## src/rtl/flashstat_pkg.sv

```systemverilog
package flashstat_pkg;

    typedef enum logic [2:0] {
        OP_IDLE   = 3'd0,
        OP_PROG   = 3'd1,
        OP_CHIP   = 3'd2,
        OP_SWIN   = 3'd3,
        OP_SERASE = 3'd4,
        OP_SUSP   = 3'd5
    } op_e;

    typedef struct packed {
        logic dpoll;
        logic tog;
        logic tlim;
        logic rsv4;
        logic etimer;
        logic tog2;
        logic rsv1;
        logic rsv0;
    } stat_t;

    function automatic logic op_busy(op_e s);
        return (s == OP_PROG) || (s == OP_CHIP) || (s == OP_SWIN) || (s == OP_SERASE);
    endfunction

    function automatic logic op_erasing(op_e s);
        return (s == OP_CHIP) || (s == OP_SWIN) || (s == OP_SERASE);
    endfunction

endpackage

```

## src/rtl/fsg_sector_hit.sv

```systemverilog
module fsg_sector_hit #(
    parameter int ADDR_W    = 17,
    parameter int SECT_BITS = 2,
    localparam int NSECT    = 1 << SECT_BITS
) (
    input  logic [ADDR_W-1:0] addr,
    input  logic [NSECT-1:0]  mask,
    output logic              hit
);
    logic [SECT_BITS-1:0] idx;
    logic [NSECT-1:0]     sel;

    assign idx = addr[ADDR_W-1 -: SECT_BITS];

    for (genvar g = 0; g < NSECT; g++) begin : g_dec
        assign sel[g] = (idx == SECT_BITS'(g)) && mask[g];
    end

    assign hit = |sel;
endmodule

```

## src/rtl/fsg_toggle.sv

```systemverilog
module fsg_toggle (
    input  logic clk,
    input  logic rst,
    input  logic clear,
    input  logic adv_main,
    input  logic adv_aux,
    output logic tog_main,
    output logic tog_aux
);
    always_ff @(posedge clk) begin
        if (rst || clear) begin
            tog_main <= 1'b0;
            tog_aux  <= 1'b0;
        end else begin
            if (adv_main) tog_main <= ~tog_main;
            if (adv_aux)  tog_aux  <= ~tog_aux;
        end
    end
endmodule

```

## src/rtl/fsg_first_read.sv

```systemverilog
module fsg_first_read (
    input  logic clk,
    input  logic rst,
    input  logic cmd_wr,
    input  logic rd_en,
    output logic unsure_now
);
    logic pending;

    assign unsure_now = rd_en && (pending || cmd_wr);

    always_ff @(posedge clk) begin
        if (rst) begin
            pending <= 1'b0;
        end else if (rd_en) begin
            pending <= 1'b0;
        end else if (cmd_wr) begin
            pending <= 1'b1;
        end
    end
endmodule

```

## src/rtl/fsg_compose.sv

```systemverilog
module fsg_compose
    import flashstat_pkg::*;
#(
    parameter int DATA_W = 16
) (
    input  op_e               st,
    input  logic              time_over,
    input  logic              pd_msb,
    input  logic              tgt,
    input  logic              tog,
    input  logic              tog2,
    input  logic [DATA_W-1:0] arr,
    output logic [DATA_W-1:0] word
);
    stat_t s;
    logic  pass;

    always_comb begin
        s    = '0;
        pass = 1'b0;
        unique case (st)
            OP_PROG: begin
                s.dpoll = ~pd_msb;
                s.tog   = tog;
                s.tlim  = time_over;
            end
            OP_CHIP, OP_SERASE: begin
                s.tog    = tog;
                s.tlim   = time_over;
                s.etimer = 1'b1;
                s.tog2   = tog2;
            end
            OP_SWIN: begin
                s.tog  = tog;
                s.tlim = time_over;
                s.tog2 = tog2;
            end
            OP_SUSP: begin
                if (tgt) begin
                    s.etimer = 1'b1;
                    s.tog2   = tog2;
                end else begin
                    pass = 1'b1;
                end
            end
            default: pass = 1'b1;
        endcase
    end

    assign word = pass ? arr : {{(DATA_W-8){1'b0}}, s};
endmodule

```

## src/rtl/flash_status_gen.sv

```systemverilog
module flash_status_gen
    import flashstat_pkg::*;
#(
    parameter int DATA_W    = 16,
    parameter int ADDR_W    = 17,
    parameter int SECT_BITS = 2,
    localparam int NSECT    = 1 << SECT_BITS
) (
    input  logic              clk,
    input  logic              rst,
    input  logic [2:0]        op_state,
    input  logic              op_start,
    input  logic              cmd_wr,
    input  logic              time_over,
    input  logic [DATA_W-1:0] prog_data,
    input  logic [NSECT-1:0]  erase_mask,
    input  logic              rd_en,
    input  logic [ADDR_W-1:0] rd_addr,
    input  logic [DATA_W-1:0] arr_data,
    output logic [DATA_W-1:0] rd_data,
    output logic              rd_valid,
    output logic              rd_unsure
);
    op_e               st;
    logic              tgt;
    logic              tog, tog2;
    logic              adv_main, adv_aux;
    logic              unsure_now;
    logic [DATA_W-1:0] word;

    assign st = op_e'(op_state);

    fsg_sector_hit #(.ADDR_W(ADDR_W), .SECT_BITS(SECT_BITS)) u_hit (
        .addr (rd_addr),
        .mask (erase_mask),
        .hit  (tgt)
    );

    // toggles move only on accepted reads; a time-limit stall freezes them
    assign adv_main = rd_en && op_busy(st) && !time_over;
    assign adv_aux  = rd_en && ((op_erasing(st) && !time_over) || (st == OP_SUSP && tgt));

    fsg_toggle u_tog (
        .clk      (clk),
        .rst      (rst),
        .clear    (op_start),
        .adv_main (adv_main),
        .adv_aux  (adv_aux),
        .tog_main (tog),
        .tog_aux  (tog2)
    );

    fsg_first_read u_first (
        .clk        (clk),
        .rst        (rst),
        .cmd_wr     (cmd_wr),
        .rd_en      (rd_en),
        .unsure_now (unsure_now)
    );

    fsg_compose #(.DATA_W(DATA_W)) u_comp (
        .st        (st),
        .time_over (time_over),
        .pd_msb    (prog_data[7]),
        .tgt       (tgt),
        .tog       (tog),
        .tog2      (tog2),
        .arr       (arr_data),
        .word      (word)
    );

    always_ff @(posedge clk) begin
        if (rst) begin
            rd_data   <= '0;
            rd_valid  <= 1'b0;
            rd_unsure <= 1'b0;
        end else begin
            rd_valid  <= rd_en;
            rd_unsure <= unsure_now;
            if (rd_en) rd_data <= word;
        end
    end
endmodule

```

## config.mk

```make
export PLATFORM = sky130hd
export DESIGN_NAME = flash_status_gen
export DESIGN_NICKNAME = d
export VERILOG_FILES = /design/src/rtl/flashstat_pkg.sv /design/src/rtl/fsg_sector_hit.sv /design/src/rtl/fsg_toggle.sv /design/src/rtl/fsg_first_read.sv /design/src/rtl/fsg_compose.sv /design/src/rtl/flash_status_gen.sv
export SDC_FILE = /design/constraint.sdc
export NUM_CORES = 1
export LEC_CHECK = 0
export ABC_AREA = 1
export BUFFER_PORTS_ARGS = -buffer_cell sky130_fd_sc_hd__buf_2
export CAP_MARGIN = 15
export CELL_PAD_IN_SITES_DETAIL_PLACEMENT = 0
export CELL_PAD_IN_SITES_GLOBAL_PLACEMENT = 1
export CORE_ASPECT_RATIO = 0.6
export CORE_MARGIN = 2
export CORE_UTILIZATION = 28
export CTS_BUF_LIST = sky130_fd_sc_hd__clkbuf_16
export CTS_CLUSTER_SIZE = 14
export DETAILED_ROUTE_END_ITERATION = 10
export PLACE_DENSITY_LB_ADDON = 0.1
export SLEW_MARGIN = 20
export SYNTH_ARGS = -nofsm -noshare
export SYNTH_HDL_FRONTEND = slang
export SYNTH_HIERARCHICAL = 1
export SYNTH_SLANG_ARGS = --single-unit
```

## constraint.sdc

```tcl
create_clock -name clk -period 1.6 [get_ports clk]
set_clock_uncertainty 0.1 [all_clocks]
set_input_delay 0.24 -clock clk [delete_from_list [all_inputs] [get_ports clk]]
set_output_delay 0.24 -clock clk [all_outputs]
set_load 0.005 [all_outputs]
```

# --- After elaboration in Yosys (flattened, before gate mapping) ---
# Index checks and enable logic that the tools add are counted.
word_totals:
  register_bits: 21
  out_inout_bits: 18
  elab_cells: 50
classes:
  eq_ne: 8
  n_mux: 8
  n_bitwise: 3
  reduce_logical: 25
op_table:
  columns: ["op", "n"]
  rows:
  - ["$mux 16", 1]
  - ["$logic_and 1x1->1", 10]
  - ["$logic_or 1x1->1", 8]
  - ["$reduce_or 4->1", 2]
  - ["$eq 3x2->1 const B", 2]
  - ["$eq 3x3->1 const B", 2]
  - ["$pmux 1 s2", 3]
  - ["$eq 2x2->1 const B", 2]
  - ["$mux 2", 2]
  - ["$reduce_or 2->1", 2]
  - ["$eq 3x1->1 const B", 1]
  - ["$not 1->1", 3]
  - ["$reduce_or 3->1", 1]
  - ["$eq 2x1->1 const B", 1]
  - ["$logic_not 2->1", 1]
  - ["$mux 1", 2]
  - ["$logic_not 1->1", 1]

# --- Depth between registers and ports, before layout ---
# Gate-level depths: netlist (run 1).
logic_depth:
  word_depth: 6
  mapped_depth: 10

# --- Hierarchy ---
# The synthesis (run 1) kept the hierarchy.
by_module_without_submodules:
  columns: ["mod", "n_inst", "cells_each", "area_per_inst_um2", "seq_area_each_um2"]
  rows:
  - ["flash_status_gen", 1, 87, 735.7, 360.3]
  - ["fsg_compose", 1, 52, 344.1, 0.0]
  - ["fsg_toggle", 1, 14, 87.6, 40.0]
  - ["fsg_sector_hit", 1, 13, 51.3, 0.0]
  - ["fsg_first_read", 1, 7, 42.5, 20.0]

# --- Worst setup path after synthesis (run 1) ---
# No wires, ideal clock.
synth_path:
  path_type: "in2reg"
  start: "input erase_mask[1]"
  end: "register rd_data[10]"
  setup_ns: 0.117
  t_arrival_ns: 1.115
  path_slack_ns: 0.268
  path_stages: 10
  path_buffers: 1
  cell_sequence: "clkinv_1 nand2_1 nand3_1 nand2_1 nand4_2 nand3_2 buf_12 nor2_4 nand2_1 a21oi_2"
synth_via:
  elab_chain_len: 5
synth_lines:
  columns: ["item", "line", "text"]
  rows:
  - ["start: declaration", "flash_status_gen.sv:16", "input logic [NSECT-1:0] erase_mask,"]
  - ["$logic_and 1x1->1", "fsg_sector_hit.sv:16", "assign sel[g] = (idx == SECT_BITS'(g)) && mask[g];"]
  - ["$reduce_or 4->1", "fsg_sector_hit.sv:19", "assign hit = |sel;"]
  - ["net tgt", "flash_status_gen.sv:25", "logic tgt;"]
  - ["$mux 1", "fsg_compose.sv:39", "if (tgt) begin"]
  - ["$pmux 1 s2", "fsg_compose.sv:21", "unique case (st)"]
  - ["$mux 16", "fsg_compose.sv:50", "assign word = pass ? arr : {{(DATA_W-8){1'b0}}, s};"]
  - ["net word[10]", "flash_status_gen.sv:29", "logic [DATA_W-1:0] word;"]
  - ["end signal: assignment", "flash_status_gen.sv:80", "if (rd_en) rd_data <= word;"]
  - ["end: declaration", "flash_status_gen.sv:20", "output logic [DATA_W-1:0] rd_data,"]
# The timed path passes the listed nets, and every way through them passes these cells.
# A chain may end at the register's enable or synchronous reset.

# --- Worst setup path after layout (run 1) ---
layout_path:
  start: "input rd_addr[15]"
  end: "register rd_data[11]"
layout_via:
  elab_chain_len: 6
  word_cells_on_any_way: 12
layout_lines:
  columns: ["item", "line", "text"]
  rows:
  - ["start: declaration", "flash_status_gen.sv:18", "input logic [ADDR_W-1:0] rd_addr,"]
  - ["$eq 2x1->1 (tied with other cells)", "fsg_sector_hit.sv:16", null]
  - ["$logic_and 1x1->1", "fsg_sector_hit.sv:16", null]
  - ["$reduce_or 4->1 (*)", "fsg_sector_hit.sv:19", null]
  - ["net tgt", "flash_status_gen.sv:25", null]
  - ["$mux 1 (*)", "fsg_compose.sv:39", null]
  - ["$pmux 1 s2 (*)", "fsg_compose.sv:21", null]
  - ["$mux 16 (*)", "fsg_compose.sv:50", null]
  - ["net word[11]", "flash_status_gen.sv:29", null]
# Mark *: on every way through the listed nets, which the timed path passes. The rest lies on a longest branch.

==> results.yml, run 1 <==
synth:
  yosysTopAreaCell: "dfxtp_1"
  syn_area_sq_um: 1260
  synth_cell_type_count: 23
  yosys.area.top_type_share: 0.333
  yosys_register_bits: 21
  synth_area_leaders: "dfxtp_1 (33%), nand2_1 (15%), nor2_4 (8.9%)"
  yosys_warnings: 6
  yosysSeqAreaShare: 0.333
  synth_fp_nets: 235
  syn_area_per_cell_sq_um: 7.29
  syn-instance-count: 173
floorplanning:
  initial_utilization: 0.299
  core_sq_um: 4210
  ios: 80
  die_w_um: 90.6
  die_h_um: 56.0
  placementRows: 18
  die-area_sq_um: 5070
global_routing:
  track_usage: 0.120
  grt_pass1_vias: 1121
  gr-total-overflow: 0
  antenna_found_initial: 0
  grt_pass1_wl_mm: 4.91
  grt_max_degree: 21
placed_design:
  io_buffers: 49
  finalWeightedCongestion: 0.752
  dp.final_hpwl_mm: 2.22
timing:
  maxSlewHeadroom: 0.692
  tns_ns: 0
  maxSlewViolCount: 0
  finalCritPeriodShare: 0.767
  timing.fmax_mhz: 815
  min_period_ns: 1.23
  hold_violations: 0
  finalSetupViolCount: 0
  worst_pin_slew_ns: 0.463
  rsz0062_at_grt: "no"
clock_network:
  cts_root_buffer: "clkbuf_16"
  htreeDepth: 1
  tritoncts: "yes"
  postCtsSetupRepairBufs: 0
  ctsResizeCount: 0
  clock_latency_ns: 0.25
  clkTransAtPathRegs_ns: 0.06
  cts_hold_buf: 0
  numCtsBuffers: 3
  cts_buffer_depth: 2
  cts_sinks: 21
drt:
  drt_iter0_markers: 19
  firstDrtPassIters: 4
  dr_total_vias: 1169
  drc: 0
  drt_wl_total_mm: 2.91
  wl_per_cell_um: 10.3
  postRouteAntennaNets: 0
  vias_per_cell: 4.13
flow_run:
  cap_violations: 0
hold_path:
  worst_hold_path_type: "input port to register"
power:
  vdd_drop_max_mv: 0.506
  powerDensity_nw_per_um2: 846
  leakagePower_nw: 0.803
finish:
  n_antenna_cell: 0
  syn_to_final_growth_pct: 28.5
  utilization: 0.385
  final_cell_mix: "nand2_1 (51), buf_2 (49), inv_1 (22), dfxtp_1 (21), nor2_1 (12)"
  layout-drive-gt1-share: 0.413
  layout_commonest_cell: "nand2_1"
  nets: 286
critical_path:
  cp.arrival_ns: 1.32
  cp_max_fo: 11
  crit_type: "input port to register"
  startpoint_type: "input port"
  endpoint_kind: "register"
  required_ns: 1.69
outcome:
  outcome: "finished, final reports clean"
==> area by class of cell <==
type / count / area (sq um)
clock buffer: 3 / 75.1
inverter: 29 / 116
timing repair buffer: 52 / 280
multi-input combinational: 117 / 646
sequential: 21 / 420
clock inverter: 1 / 7.51
tap: 60 / 75.1
fill: 471 / 2590
==> where the power goes <==
group	internal [mW]	switching (mW)	total, mW
logic	0.115	0.158	0.274
registers	0.548	0.0127	0.561
clock network	0.338	0.198	0.536
total	1.00	0.369	1.37
==> worst paths after layout <==
path / startpoint / endpoint / slack (ns) / cells past startpoint
max: rd_addr[15] / rd_data[11]$_SDFFE_PP0P_ / 0.37 / 11
max reg2reg: u_tog/tog_aux$_SDFFE_PP0P_ / rd_data[2]$_SDFFE_PP0P_ / 0.63 / 6
min: cmd_wr / u_first/pending$_SDFFE_PP0P_ / 0.11 / 3
min reg2reg: rd_data[14]$_SDFFE_PP0P_ / rd_data[14]$_SDFFE_PP0P_ / 0.36 / 2
==> cell families (layout without fill, tap and decap cells) <==
group                  count (synthesis)  after routing  share of synthesized area
AND/OR/NAND/NOR                       99             99                      0.420
buffers and inverters                 35             85                      0.155
flip-flops                            21             21                      0.333
AO/OA/AOI/OAI                         18             18                     0.0923
==> critical path, stage by stage <==
cell     delay [ns]
buf_2          0.11
inv_1          0.06
nand2_1        0.05
nand3_1        0.06
nand2_1        0.11
nand4_2        0.13
nand3_2        0.10
buf_12         0.17
nor2_4         0.07
nand2_1        0.07
a21oi_2        0.14
==> flip-flops by register name, summed over array words and instances (netlist names) <==
name	cells
rd_unsure	1
rd_data	16
u_tog/tog_aux	1
rd_valid	1
u_tog/tog_main	1
u_first/pending	1
==> Yosys cell counts (all sizes together) <==
library cell  instances
a21oi                18
or2                   2
nand2                60
nand4                 5
nor2                 23
clkinv                2
dfxtp                21
inv                  27
nand3                 9
buf                   6
==> layer usage <==
layer	part of all wire	up-vias	track usage
li1	-	623	-
met2	0.45	27	0.209
met4	0.0072	0	0.0198
met3	0.066	2	0.0407
met1	0.48	517	0.145
met5	0	-	0
==> stage by stage <==
step                      power [mW]  cell area (sq um)  instances  hold WS [ns]  setup slack (ns)
after global routing            1.45               1620        283         0.139             0.214
after CTS                       1.40               1620        283         0.113             0.366
final                           1.37               1620        283         0.115             0.373
after detailed placement       0.850               1540        279         0.349             0.101
after global placement         0.843               1540        279         0.347             0.129
after floorplan                0.763               1260        173         0.275             0.268
Power figures use the tool's default switching activity.
==> run 2, diff against run 1 <==
==> constraint.sdc (replaced) <==
create_clock -name clk -period 1.2 [get_ports clk]
set_clock_uncertainty 0.1 [all_clocks]
set_input_delay 0.18 -clock clk [delete_from_list [all_inputs] [get_ports clk]]
set_output_delay 0.18 -clock clk [all_outputs]
set_load 0.005 [all_outputs]
==> results.yml, run 2 (synthesis gave the netlist of run 1 again) <==
hold_path:
  worst_hold_path_type: "input port to register"
finish:
  n_antenna_cell: 0
  final_cell_mix: "nand2_1 (50), buf_2 (49), inv_1 (22), dfxtp_1 (21)"
  finalInstanceArea_sq_um: 1740
  layout-drive-gt1-share: 0.453
  largest_register: "rd_data"
  largest_register_ff_count: 16
  nets: 297
  layout_commonest_cell: "nand2_1"
  syn_to_final_growth_pct: 38.2
  utilization: 0.414
flow_run:
  cap_violations: 0
timing:
  timing.fmax_mhz: 901
  hold_violations: 0
  worst_pin_slew_ns: 0.344
  rsz0062_at_grt: "no"
  maxSlewViolCount: 0
  tns_ns: 0
  min_period_ns: 1.11
  finalSetupViolCount: 0
  finalCritPeriodShare: 0.925
  maxSlewHeadroom: 0.771
placed_design:
  finalWeightedCongestion: 0.792
  placed_cell_area_sq_um: 1620
  dp.final_hpwl_mm: 2.30
  io_buffers: 49
critical_path:
  slowest_delay_ns: 0.17
  crit_chain: "buf_2, inv_2, nand2_1, nand3_1, nand2_2, nand4_4, buf_4, nand2_1, nand2_1, nand2_1, nand2_1, a21oi_1"
  startpoint_type: "input port"
  endpoint_kind: "register"
  cp.arrival_ns: 1.19
  cpMostUsedCell: "nand2_1"
  required_ns: 1.28
  cp_max_fo: 6
  cp_slowest_cell: "buf_4"
  crit_type: "input port to register"
power:
  finalPower_mw: 1.87
  vdd_drop_max_mv: 0.597
  leakagePower_nw: 0.865
  powerDensity_nw_per_um2: 1070
floorplanning:
  die-area_sq_um: 5070
  die_h_um: 56.0
  core_sq_um: 4210
  die_w_um: 90.6
  ios: 80
  placementRows: 18
  initial_utilization: 0.299
clock_network:
  clock_latency_ns: 0.25
  htreeDepth: 1
  tritoncts: "yes"
  cts_buffer_depth: 2
  numCtsBuffers: 3
  cts_sinks: 21
  clkTransAtPathRegs_ns: 0.06
  postCtsSetupRepairBufs: 0
  cts_root_buffer: "clkbuf_16"
global_routing:
  gr-total-overflow: 0
  grt_max_degree: 17
  grt_pass1_wl_mm: 5.10
  antenna_found_initial: 0
  track_usage: 0.123
  grt_pass1_vias: 1165
drt:
  wl_per_cell_um: 10.3
  firstDrtPassIters: 4
  postRouteAntennaNets: 0
  drt_wl_total_mm: 3.03
  dr_total_vias: 1194
  drc: 0
  vias_per_cell: 4.06
  drt_iter0_markers: 20
outcome:
  outcome: "finished, final reports clean"
## run 2: layout make-up
class | count | area [sq um]
fillers | 461 | 2470
multi-input cells | 117 | 672
flip-flops and latches | 21 | 420
repair buffers | 63 | 380
inverters | 29 | 116
clock buffers | 3 | 75.1
well taps | 60 | 75.1
clock inverters | 1 | 3.75
## run 2: final timing paths
path | depth (start not counted) | slack, ns | startpoint | end
hold reg to reg | 2 | 0.36 | rd_data[1]$_SDFFE_PP0P_ | rd_data[1]$_SDFFE_PP0P_
hold / removal | 3 | 0.07 | cmd_wr | u_first/pending$_SDFFE_PP0P_
setup reg to reg | 6 | 0.21 | u_tog/tog_aux$_SDFFE_PP0P_ | rd_data[2]$_SDFFE_PP0P_
setup / recovery | 12 | 0.09 | rd_addr[15] | rd_data[2]$_SDFFE_PP0P_
## run 2: per-stage QoR
step                      hold WS, ns  cells  setup slack (ns)
after floorplan                 0.215    173           0.00310
after global placement          0.313    289            -0.154
after detailed placement        0.330    289            -0.195
after CTS                      0.0668    293            0.0600
after global routing           0.0846    294          0.000309
final                          0.0687    294            0.0901
## run 2: worst max-delay path, delay by kind of cell
kind	cells	cell delay (ns)
AND/OR/NAND/NOR	8	0.54
buffers and inverters	3	0.32
AO/OA/AOI/OAI	1	0.14
## run 2: metal layers
| metal | share of wire | track usage | vias to the layer above |
|---|---|---|---|
| met5 | 0 | 0 | - |
| met4 | 0.0069 | 0.0264 | 0 |
| met3 | 0.057 | 0.0434 | 2 |
| met2 | 0.43 | 0.199 | 28 |
| met1 | 0.51 | 0.158 | 516 |
| li1 | - | - | 648 |
## run 2: power breakdown
part	switching [mW]	internal [mW]	leakage, nW
Combinational	0.227	0.197	0.651
Clock	0.253	0.444	0.0423
Sequential	0.0174	0.731	0.172
Total	0.498	1.37	0.865
## run 2: timing repair
item                                    CTS  global route
hold buffers                              0             0
endpoints found under the setup margin    0             7
hold endpoints to repair                  0             0
gates resized for setup                   0             4
==> run 3, diff against run 2 <==
==> constraint.sdc (replaced) <==
create_clock -name clk -period 1.2 [get_ports clk]
set_clock_uncertainty 0.1 [all_clocks]
set_input_delay 0.12 -clock clk [delete_from_list [all_inputs] [get_ports clk]]
set_output_delay 0.12 -clock clk [all_outputs]
set_load 0.005 [all_outputs]
==> results.yml, run 3 (synthesis gave the netlist of run 1 again) <==
global_routing:
  grt_max_degree: 21
  gr-total-overflow: 0
  grt_pass1_vias: 1079
  grt_pass1_wl_mm: 4.82
  track_usage: 0.117
  antenna_found_initial: 0
critical_path:
  reg2reg_depth: 6
  critPathBufInv: 3
  crit_family: "simple AND/OR/NAND/NOR gates"
  cpMostUsedCell: "nand2_1"
  cp_slowest_cell: "clkbuf_16"
  path_depth: 11
  slowest_delay_ns: 0.19
  crit_chain: "buf_2, inv_1, nand2_1, nand3_1, nand2_2, nand4_4, nand3_4, clkbuf_16, nor2_1, nand2_1, a21oi_1"
  startpoint_type: "input port"
  required_ns: 1.28
  cp.arrival_ns: 1.18
  crit_type: "input port to register"
  endpoint_kind: "register"
  cp_max_fo: 5
power:
  intPower_mw: 1.36
  powerDensity_nw_per_um2: 1100
  p_sw_uw: 498
  vdd_drop_max_mv: 0.469
  combPwrFrac: 0.218
  leakagePower_nw: 0.837
  pwr-share-clk: 0.379
  seqPwrFrac: 0.402
  sw_frac_of_total: 0.268
finish:
  n_antenna_cell: 0
  final_cell_mix: "nand2_1 (50), buf_2 (49), inv_1 (22), dfxtp_1 (21), nor2_1 (12)"
  finalInstanceArea_sq_um: 1700
  largest_register_ff_count: 16
  syn_to_final_growth_pct: 34.4
  largest_register: "rd_data"
  layout-drive-gt1-share: 0.434
  nets: 291
  fillCellCount: 466
  layout_commonest_cell: "nand2_1"
  layout.cells.non_filler: 288
timing:
  worst_pin_slew_ns: 0.455
  min_period_ns: 1.09
  hold_ws_ns: 0.00259
  setup_slack_ns: 0.106
  maxSlewHeadroom: 0.697
  finalCritPeriodShare: 0.912
  rsz0062_at_grt: "no"
  timing.fmax_mhz: 914
  hold_violations: 0
  tns_ns: 0
  maxSlewViolCount: 0
  finalSetupViolCount: 0
clock_network:
  cts_sinks: 21
  cts_buffer_depth: 2
  numCtsBuffers: 3
  cts_root_buffer: "clkbuf_16"
  htreeDepth: 1
  tritoncts: "yes"
  clock_latency_ns: 0.25
  clkTransAtPathRegs_ns: 0.06
placed_design:
  placed_cells: 283
  placed_cell_area_sq_um: 1580
  finalWeightedCongestion: 0.773
  io_buffers: 49
  pre_cts_ws_ns: -0.178
  dp.final_hpwl_mm: 2.28
floorplanning:
  placementRows: 18
  core_sq_um: 4210
  die_w_um: 90.6
  die_h_um: 56.0
  die-area_sq_um: 5070
  ios: 80
  initial_utilization: 0.299
drt:
  drc: 0
  drt_wl_total_mm: 2.95
  postRouteAntennaNets: 0
  vias_per_cell: 4.06
  firstDrtPassIters: 4
  wl_per_cell_um: 10.3
  drt_iter0_markers: 27
  dr_total_vias: 1170
hold_path:
  hold_depth: 3
  worst_hold_path_type: "input port to register"
flow_run:
  cap_violations: 0
outcome:
  outcome: "finished, final reports clean"
run 3: cell types whose count changed in the layout (fill, tap and decap cells not counted), sizes merged:
cell,delta
inv,-1
clkinv,+1
buf,-6
run 3: power by group through the flow:
stage | Sequential [mW] | Combinational, mW | Clock (mW)
2_1_floorplan | 0.766 | 0.254 | 0
3_3_place_gp | 0.763 | 0.379 | 0
3_5_place_dp | 0.764 | 0.384 | 0
4_1_cts | 0.749 | 0.386 | 0.722
5_1_grt | 0.752 | 0.454 | 0.749
6_report | 0.749 | 0.406 | 0.706
run 3: metal layers:
layer / vias up / wire length [um] / track usage / part of all wire
li1: 638 / - / - / -
met1: 504 / 1540 / 0.161 / 0.52
met2: 26 / 1250 / 0.181 / 0.42
met5: - / 0 / 0 / 0
met4: 0 / 21 / 0.0264 / 0.0071
met3: 2 / 147 / 0.0352 / 0.050
run 3: what timing repair did:
action | 4_1_cts | 5_1_grt
setup endpoints to repair | 0 | 10
hold buffers | 0 | 0
gates resized for setup | 0 | 3
buffers inserted | 0 | 0
run 3: worst reg2reg max path, stage by stage, from the launching register on:
cell     delay, ns
dfxtp_1       0.37
inv_1         0.06
nor2_1        0.09
nand2_1       0.06
nand2_1       0.06
nand2_1       0.05
a21oi_1       0.13
run 3: path summary, 6_finish.rpt:
| path | from | end | slack [ns] |
|---|---|---|---|
| max reg2reg | u_tog/tog_aux$_SDFFE_PP0P_ | rd_data[2]$_SDFFE_PP0P_ | 0.22 |
| min | cmd_wr | u_first/pending$_SDFFE_PP0P_ | 0.003 |
| min reg2reg | rd_data[4]$_SDFFE_PP0P_ | rd_data[4]$_SDFFE_PP0P_ | 0.36 |
| max | rd_addr[15] | rd_data[15]$_SDFFE_PP0P_ | 0.11 |
run 3: metrics by stage:
stage | utilization | total power [mW]
final | 0.403 | 1.86
after floorplan | - | 1.02
after CTS | 0.393 | 1.86
after global routing | 0.403 | 1.95
after detailed placement | 0.374 | 1.15
after global placement | 0.374 | 1.14
run 3: final cells by class:
type                    count  area [sq um]  area share
clock buffers               3          75.1      0.0443
multi-input cells         117           668       0.394
clock inverters             1          5.00     0.00295
inverters                  29           116      0.0686
flip-flops and latches     21           420       0.248
well taps                  60          75.1      0.0443
repair buffers             57           335       0.198
